===== src/rtl/serial_rx_err.sv =====
module serial_rx_err #(
  parameter int OSR       = 16,
  parameter int SAMPLE_AT = 8,
  parameter int DW        = 8
) (
  input  logic          clk,
  input  logic          rst_n,
  input  logic          tick,
  input  logic          rxd,
  input  logic          cfg_short,
  input  logic          cfg_par_en,
  input  logic          cfg_par_odd,
  input  logic          cfg_stop2,
  input  logic          irq_en,
  input  logic          clr_full,
  input  logic          clr_ovr,
  input  logic          clr_frm,
  input  logic          clr_par,
  output logic [DW-1:0] rx_data,
  output logic          full,
  output logic          ovr_err,
  output logic          frm_err,
  output logic          par_err,
  output logic          irq_rx,
  output logic          irq_err
);
  localparam int CW = $clog2(OSR);
  localparam int BW = $clog2(DW + 1);
  localparam logic [CW-1:0] MID  = CW'(SAMPLE_AT - 1);
  localparam logic [CW-1:0] LAST = CW'(OSR - 1);
  localparam logic [BW-1:0] NB_LONG  = BW'(DW - 1);
  localparam logic [BW-1:0] NB_SHORT = BW'(DW - 2);

  typedef enum logic [2:0] {S_IDLE, S_START, S_DATA, S_PAR, S_STOP, S_STOP2} st_t;

  st_t           state;
  logic [CW-1:0] phase;
  logic [BW-1:0] nbit;
  logic [DW-1:0] sh;
  logic          par_acc;

  wire any_err  = ovr_err | frm_err | par_err;
  wire start_ok = tick && state == S_IDLE && !rxd && !any_err;
  wire mid      = tick && state != S_IDLE && phase == MID;
  wire done     = mid && state == S_STOP;
  wire stop_bad = !rxd;
  wire p_bad    = cfg_par_en && (par_acc != cfg_par_odd);
  wire last_bit = nbit == (cfg_short ? NB_SHORT : NB_LONG);
  wire [DW-1:0] word = cfg_short ? (sh >> 1) : sh;

  wire set_full = done && !full && !stop_bad && !p_bad;
  wire set_ovr  = done && full;
  wire set_frm  = done && stop_bad;
  wire set_par  = done && p_bad;
  wire load     = done && !full;

  always_ff @(posedge clk or negedge rst_n) begin
    if (!rst_n) begin
      state   <= S_IDLE;
      phase   <= '0;
      nbit    <= '0;
      sh      <= '0;
      par_acc <= 1'b0;
    end else begin
      if (start_ok) begin
        state <= S_START;
        phase <= CW'(1);
      end else if (tick && state != S_IDLE) begin
        phase <= (phase == LAST) ? '0 : phase + CW'(1);
      end
      if (mid) begin
        unique case (state)
          S_START: begin
            nbit    <= '0;
            par_acc <= 1'b0;
            state   <= rxd ? S_IDLE : S_DATA;
          end
          S_DATA: begin
            sh      <= {rxd, sh[DW-1:1]};
            par_acc <= par_acc ^ rxd;
            nbit    <= nbit + BW'(1);
            if (last_bit) state <= cfg_par_en ? S_PAR : S_STOP;
          end
          S_PAR: begin
            par_acc <= par_acc ^ rxd;
            state   <= S_STOP;
          end
          S_STOP:  state <= cfg_stop2 ? S_STOP2 : S_IDLE;
          S_STOP2: state <= S_IDLE;
          default: state <= S_IDLE;
        endcase
      end
    end
  end

  always_ff @(posedge clk or negedge rst_n) begin
    if (!rst_n) begin
      rx_data <= '0;
      full    <= 1'b0;
      ovr_err <= 1'b0;
      frm_err <= 1'b0;
      par_err <= 1'b0;
    end else begin
      if (load) rx_data <= word;
      full    <= set_full | (full    & ~clr_full);
      ovr_err <= set_ovr  | (ovr_err & ~clr_ovr);
      frm_err <= set_frm  | (frm_err & ~clr_frm);
      par_err <= set_par  | (par_err & ~clr_par);
    end
  end

  assign irq_rx  = full & irq_en;
  assign irq_err = any_err & irq_en;
endmodule



===== config.mk =====
export PLATFORM = sky130hd
export DESIGN_NAME = serial_rx_err
export DESIGN_NICKNAME = d
export VERILOG_FILES = /design/src/rtl/serial_rx_err.sv
export SDC_FILE = /design/constraint.sdc
export NUM_CORES = 1
export LEC_CHECK = 0
export BUFFER_PORTS_ARGS = -buffer_cell sky130_fd_sc_hd__buf_2
export CAP_MARGIN = 15
export CORE_MARGIN = 5
export CORE_UTILIZATION = 50
export DETAILED_ROUTE_END_ITERATION = 12
export PLACE_DENSITY = 0.72
export SETUP_SLACK_MARGIN = 0.05
export SYNTH_ARGS = -nofsm -noshare
export SYNTH_HDL_FRONTEND = slang
export SYNTH_SLANG_ARGS = --single-unit

===== constraint.sdc =====
create_clock -name clk -period 2.6 [get_ports clk]
set_input_delay 0.13 -clock clk [delete_from_list [all_inputs] [get_ports clk]]
set_output_delay 0.13 -clock clk [all_outputs]
set_load 0.1 [all_outputs]

---- Yosys cells after proc, flatten, opt, wreduce, memory -nomap -nowiden ----
Cells that the tools add are included.
cells by class
  add/subtract/negate cells ............... 2
  equal/unequal tests ..................... 8
  muxes and demuxes ....................... 14
  bitwise operators ....................... 17
  reductions and logical operators ........ 26
operators by type and width
  kind                                                  count
  2-to-1 mux 3 bit                                      5
  logical AND 1 bit                                     13
  2-to-1 mux 4 bit                                      3
  case mux 3 bit (4 select lines)                       1
  adder 4 x 1 -> 4 bit (second input constant)          2
  2-to-1 mux 8 bit                                      1
  case mux 4 bit (2 select lines)                       1
  AND 1 bit                                             6
  equality test 3 x 2 -> 1 bit (second input constant)  2
  bitwise OR 1 bit                                      6
  AND reduction 2 bit                                   3
  nonzero test 2 bit                                    3
  equality test 4 x 3 -> 1 bit                          1
  equality test 4 x 3 -> 1 bit (second input constant)  1
  equality test 4 bit (second input constant)           1
  logical NOT 1 bit                                     4
  NOT 1 bit                                             4
  equality test 3 x 1 -> 1 bit (second input constant)  1
  equality test 3 bit (second input constant)           1
  logical NOT 3 bit                                     1
  nonzero test 3 bit                                    1
  2-to-1 mux 2 bit                                      1
  case mux 1 bit (2 select lines)                       1
  OR reduction 2 bit                                    1
  3 further kinds                                       3
word-level totals
  register bits after elaboration ......... 32
  bits of input ports ..................... 13
  output and inout port bits .............. 14
  logic and storage cells ................. 77

---- Logic depth before layout (Yosys ltp) ----
Gate-level depths: netlist of the first run.
  depth after elaboration ................. 8
  depth in mapped cells ................... 8
  mapped depth without buffers ............ 5

---- Worst setup path before layout of the first run ----
OpenSTA, ideal clock, no wires.
  path kind ............................... register to output
  from .................................... register frm_err
  to ...................................... output irq_err
  data arrival time ....................... 2.449 ns
  required time ........................... 2.470 ns
  slack ................................... 0.021 ns
  stages on the path, launching flop included .. 3
  path buffers ............................ 0
  cells stage by stage .................... dfrtp_1 -> nor3_1 -> nor2b_1
between the ends
  word-level cells in the longest chain between the ends .. 3
RTL lines
  element                         RTL line  text
  start: declaration              22        output logic frm_err,
  start signal: assignment        107       frm_err <= set_frm | (frm_err & ~clr_frm);
  bitwise OR 1 bit (2 in series)  42        wire any_err = ovr_err | frm_err | par_err;
  AND 1 bit                       113       assign irq_err = any_err & irq_en;
  end: declaration                25        output logic irq_err
Every way passes these cells.

---- Worst setup path after layout of the first run ----
  from .................................... register phase[0]
  to ...................................... register rx_data[1]
between the ends
  word-level cells in the longest chain between the ends .. 4
RTL lines
  element                       RTL line  text
  start: declaration            37        logic [CW-1:0] phase;
  start signal: assignment      69        phase <= (phase == LAST) ? '0 : phase + CW'(1);
  equality test 4 x 3 -> 1 bit  44        wire mid = tick && state != S_IDLE && phase == MID;
  logical AND 1 bit             44
  logical AND 1 bit             45        wire done = mid && state == S_STOP;
  logical AND 1 bit             55        wire load = done && !full;
  end signal: assignment        104       if (load) rx_data <= word;
  end: declaration              19        output logic [DW-1:0] rx_data,
Every way passes these cells.
A chain may end at the register's enable or synchronous reset.

==> results of run 1 <==
[cells by family after synthesis]
group | Yosys count
simple gates | 49
buf+inv | 15
flops | 32
mux | 16
compound gates | 36
fa+ha+maj | 2
xor+xnor | 3
[flip-flops by register name, indices dropped and copies added (netlist names)]
| name | flops |
|---|---|
| phase | 4 |
| frm_err | 1 |
| full | 1 |
| par_err | 1 |
| state | 3 |
| nbit | 4 |
| rx_data | 8 |
| ovr_err | 1 |
| par_acc | 1 |
| sh | 8 |
[critical path: cells and delay by family (launching register included)]
| family | cells | cell delay (ns) |
|---|---|---|
| and+or+nand+nor | 3 | 1.03 |
| AOI/OAI and AO/OA | 1 | 0.15 |
| adders and majority gates | 1 | 0.25 |
| DFF | 1 | 0.41 |
[cell usage after synthesis, drive strengths merged, types with 2 or more instances]
master	instances	area, um2
nor2	10	42.5
mux2	8	90.1
nand3	7	35.0
o22ai	4	25.0
buf	6	66.3
ha	2	25.0
mux2i	8	80.1
a22o	2	17.5
inv	9	33.8
xor2	2	17.5
nand3b	2	15.0
nor2b	2	12.5
nor3	4	25.0
nand2	13	51.3
o21ai	6	33.8
or3	2	12.5
nor4	2	12.5
dfrtp	32	801
a21oi	11	62.6
o2bb2ai	2	17.5
o31ai	3	22.5
[worst paths after layout]
path,start,cells past startpoint,endpoint
max,phase[0],5,rx_data[1]
max in group asynchronous,rst_n,2,sh[0]
min in group asynchronous,rst_n,2,rx_data[7]
max reg2reg,phase[0],5,rx_data[1]
min,cfg_stop2,3,state[0]
min reg2reg,sh[0],1,sh[0]
[per-layer routing]
layer  vias to the layer above  global-route usage, %
li1                        611                      -
met1                       600                   20.8
met2                        44                   27.4
met3                         8                   5.90
met4                         0                   6.08
met5                         -                      0
[power breakdown]
group	leakage [uW]	internal, uW	total [uW]	switching (uW)
sequential	0.000429	569	683	114
combinational	0.000441	144	349	206
clock	0.0000515	255	424	168
[area by class of cell]
class,instances,area (um2)
clock buffer,7,65.1
inverter,9,33.8
sequential,32,801
clock inverter,1,30.0
fill,266,1210
timing repair buffer,31,180
multi-input combinational,106,732
tap,44,55.1
[through the flow]
stage / cells / util (%) / worst slack, ns
6_report: 230 / 61.1 / 0.682
5_1_grt: 230 / 61.1 / 0.454
4_1_cts: 230 / 61.1 / 0.663
3_5_place_dp: 217 / 56.5 / 0.721
3_3_place_gp: 217 / 56.5 / 0.788
2_1_floorplan: 153 / - / 0.525
[cell usage in the layout, fill, tap and decap left out, types with 3 or more instances in the layout]
cell type      instances
dfrtp_1               32
buf_2                 26
nand2_1               12
inv_1                  9
a21oi_1                9
nor2_1                 8
mux2_2                 8
mux2i_1                8
nand3_1                7
o21ai_0                5
clkbuf_4               5
dlygate4sd3_1          5
o22ai_1                4
nor3_1                 3
o31ai_1                3
==> impl_metrics.ini, run 1 <==
[detailed_routing]
drt_iter0_drc = 86
dr.max_layer_used = met4
drc = 0
wl_per_cell_um = 14.5
wl_met1_mm = 1.40
via_count = 1263
firstDrtPassIters = 4
met3_length_um = 272
vias_per_cell = 5.49
ant_nets = 0
wl_met2_mm = 1.60
wl_mm = 3.32

[clock_tree]
cts.sinks = 32
clock-root-buffer = clkbuf_4
tritoncts = yes
clk_path_buf_depth = 2
ctsResizeCount = 0
path_clk_slew_ns = 0.10
clk_latency_ns = 0.33
htreeDepth = 2
post-cts-setup-buffers = 0
hold_buffers = 5
numCtsBuffers = 5

[die]
row_count = 20
pin_count = 27
die_w_um = 67.1
dieArea_um2 = 4500
coreArea_um2 = 3100
initial_utilization_pct = 52.5
die_h_um = 67.1

[yosys]
synth-xor-area-share_pct = 1.61
synth_adder_area_share_pct = 1.53
ys_ff_latch = 32
synth_compound_area_share_pct = 15.2
async_flop_share_pct = 100
yosysSeqAreaShare_pct = 49.1
synth_nets = 168
synth_warnings = 0
muxShareOfSynthArea_pct = 10.4
synth_top_family_by_area = simple AND/OR/NAND/NOR gates
synth_ff_type = dfrtp_1
synth-simple-area-share_pct = 16.0
ys_types = 45
syn_area_um2 = 1630
avgSynthCellArea_um2 = 10.7
synth_cells = 153
synth-edff-count = 0

[setup_path]
reg2reg_slack_ns = 0.68
arrival_ns = 2.17
cp.required_ns = 2.85
slowest_stage = and4_1
startpoint_type = flip-flop
slowest_delay_ns = 0.63
critPathKind = reg2reg
path_max_fanout = 16
cp_cell_sequence = ha_1 > and3b_1 > and4_1 > nor2_1 > a21oi_1
worstSetupEndpointType = flip-flop

[outcome]
status = finished clean

[power]
power.total_uw = 1460
powerDensity_nw_per_um2 = 768
power.leakage_uw = 0.000921
vdd_ir_drop_max_v = 0.000481

[finish]
antenna_cells = 0
stdcell_area_um2 = 1900
finalNetCount = 200
drive_gt1_share_pct = 27.4
syn2layout_area_growth_pct = 16.3

[sta]
max_freq_mhz = 521
rsz0062_at_grt = false
fin_skew_ns = 0.0107
hold_viol = 0
period_needed_ns = 1.92
slew_headroom_pct = 53.4
hold_slack_ns = 0.0433
finalMaxSlewViolations = 0
finalCritPeriodShare_pct = 73.8
setup_viol = 0
totalNegativeSetupSlack_ns = 0
worst_pin_slew_ns = 0.699

[place]
dp_hpwl_mm = 2.37
portBuffers = 26
place.gp.congestion = 0.917
place_area_um2 = 1750

[global_routing]
grt_pass1_wl_mm = 5.82
antenna_found_initial = 0
grt_max_degree = 33
grt_use_total_pct = 16.9
grt-ovfl-total = 0
grt_pass1_vias = 1331

[worst_hold_path]
hold_class = in2reg

[job]
cap_violations = 0
Note: power is estimated with default switching activity, not from simulation.
==> run 2, diff against run 1 <==
PLACE_DENSITY = 0.75   (was 0.72)
clock period = 1.7 ns   (was 2.6 ns; I/O delays follow)
==> run 2 against run 1 <==
Clock power rose by 34%. Global-route usage rose by 0.62 points. Clock skew barely moved. Count of clock-buffer cells in the layout fell by 1. Wire length rose by 6.4%. Utilization rose by 3.1 points. Worst hold slack got worse by 0.019 ns. Critical path type is now reg2out. Highest routed layer unchanged.
==> impl_metrics.ini, run 2 (synthesized netlist as in run 1, its figures left out) <==
[power]
vdd_ir_drop_max_v = 0.000762
p_switching_uw = 784
switching_share_pct = 34.9
p_comb_share_pct = 28.6
pwr-share-clk_pct = 25.3
pwr-share-seq_pct = 46.1
power.total_uw = 2250
p_int_uw = 1470
powerDensity_nw_per_um2 = 1130
power.leakage_uw = 0.000959

[finish]
fill_cells = 260
syn2layout_area_growth_pct = 22.3
finalNetCount = 210
antenna_cells = 0
final_cell_mix = 28 x dfrtp_1, 25 x buf_2, 12 x nand2_1
reg_top3 = rx_data: 8 flops, sh: 8 flops
drive_gt1_share_pct = 33.7
layout.cells.non_filler = 240
seq_area_um2 = 811
final_common_cell = dfrtp_1
multiInputGateArea_um2 = 746

[setup_path]
reg2reg_to = sh[0]
worstSetupEndpointType = primary output
reg2regPathDepth = 5
startpoint_type = flip-flop
slowest_delay_ns = 0.49
slowest_stage = dfrtp_4
path_max_fanout = 3
reg2reg_slack_ns = 0.14
worstReg2RegStart = phase[1]
cp_cell_sequence = nor3_1 > buf_4 > nor2b_4 > clkbuf_4
cp_top_family = flip-flops
cp.required_ns = 1.62
path_buf_inv = 2
critPathKind = reg2out
arrival_ns = 1.49

[job]
cap_violations = 0

[global_routing]
grt_pass1_wl_mm = 5.89
grt_pass1_vias = 1275
grt-ovfl-total = 0
grt_max_degree = 33
antenna_found_initial = 0
grt_use_total_pct = 17.6

[sta]
period_needed_ns = 1.58
worst_pin_slew_ns = 0.704
totalNegativeSetupSlack_ns = 0
slew_headroom_pct = 53.1
rsz0062_at_grt = false
setup_viol = 0
fin_ws_ns = 0.124
finalCritPeriodShare_pct = 92.7
finalMaxSlewViolations = 0
hold_viol = 0
max_freq_mhz = 634
fin_skew_ns = 0.0107

[detailed_routing]
firstDrtPassIters = 4
vias_per_cell = 5.43
drt_iter0_drc = 49
drc = 0
wl_mm = 3.54
wl_per_cell_um = 14.7
via_count = 1303
ant_nets = 0

[place]
portBuffers = 26
dp_hpwl_mm = 2.42
dp_cells = 224
dp_slack_ns = 0.0665
place.gp.congestion = 0.922

[clock_tree]
clk_latency_ns = 0.33
numCtsBuffers = 5
cts.sinks = 32
path_clk_slew_ns = 0.10
tritoncts = yes
clock-root-buffer = clkbuf_4
clk_path_buf_depth = 2
htreeDepth = 2

[die]
die_h_um = 67.1
dieArea_um2 = 4500
pin_count = 27
die_w_um = 67.1
initial_utilization_pct = 52.5
coreArea_um2 = 3100
row_count = 20

[outcome]
status = finished clean

[worst_hold_path]
hold_start = rxd
hold_class = in2reg
holdPathStages = 2
min_to = frm_err
[run 2: final cells by class]
cell class                      instances  area share (%)
Tap cell                               44            2.76
Inverter                                9            1.69
Clock inverter                          2            1.76
Sequential cell                        32            40.7
Multi-Input combinational cell        106            37.4
Clock buffer                            6            2.07
Timing Repair Buffer                   41            13.7
[run 2: worst max path at each step]
stage	start	to	slack, ns	cells after the start
floorplan	par_err	state[0]	0.05	4
global placement	phase[0]	sh[0]	0.16	5
detailed placement	phase[0]	sh[6]	0.07	5
CTS	phase[0]	sh[3]	0.07	5
global route	phase[1]	nbit[3]	0.05	6
finish	frm_err	irq_err	0.12	4
[run 2: what timing repair did]
action,in CTS,in global routing
gates resized for setup,1,2
hold buffers,6,0
setup buffers,0,2
pin swaps,1,2
hold endpoints to repair,37,0
setup endpoints to repair,3,15
[run 2: metal layers]
layer	global-route usage, %	wire length, um
met4	6.58	56
met3	5.73	275
met1	21.2	1520
met5	0	0
met2	29.0	1680
[run 2: power groups by stage]
stage | combinational [uW] | clock (uW) | sequential, uW
2_1_floorplan | 408 | 0 | 1050
6_report | 644 | 569 | 1040
3_5_place_dp | 582 | 0 | 1040
3_3_place_gp | 564 | 0 | 1030
5_1_grt | 710 | 619 | 1050
4_1_cts | 600 | 580 | 1030
[run 2: metrics by stage]
step / area (um2) / hold WS (ns) / utilization, %
CTS: 1970 / 0.0202 / 63.5
global placement: 1830 / 0.164 / 59.1
detailed placement: 1830 / 0.179 / 59.1
finish: 1990 / 0.0245 / 64.3
floorplan: 1650 / -0.211 / -
global route: 1990 / 0.0192 / 64.3
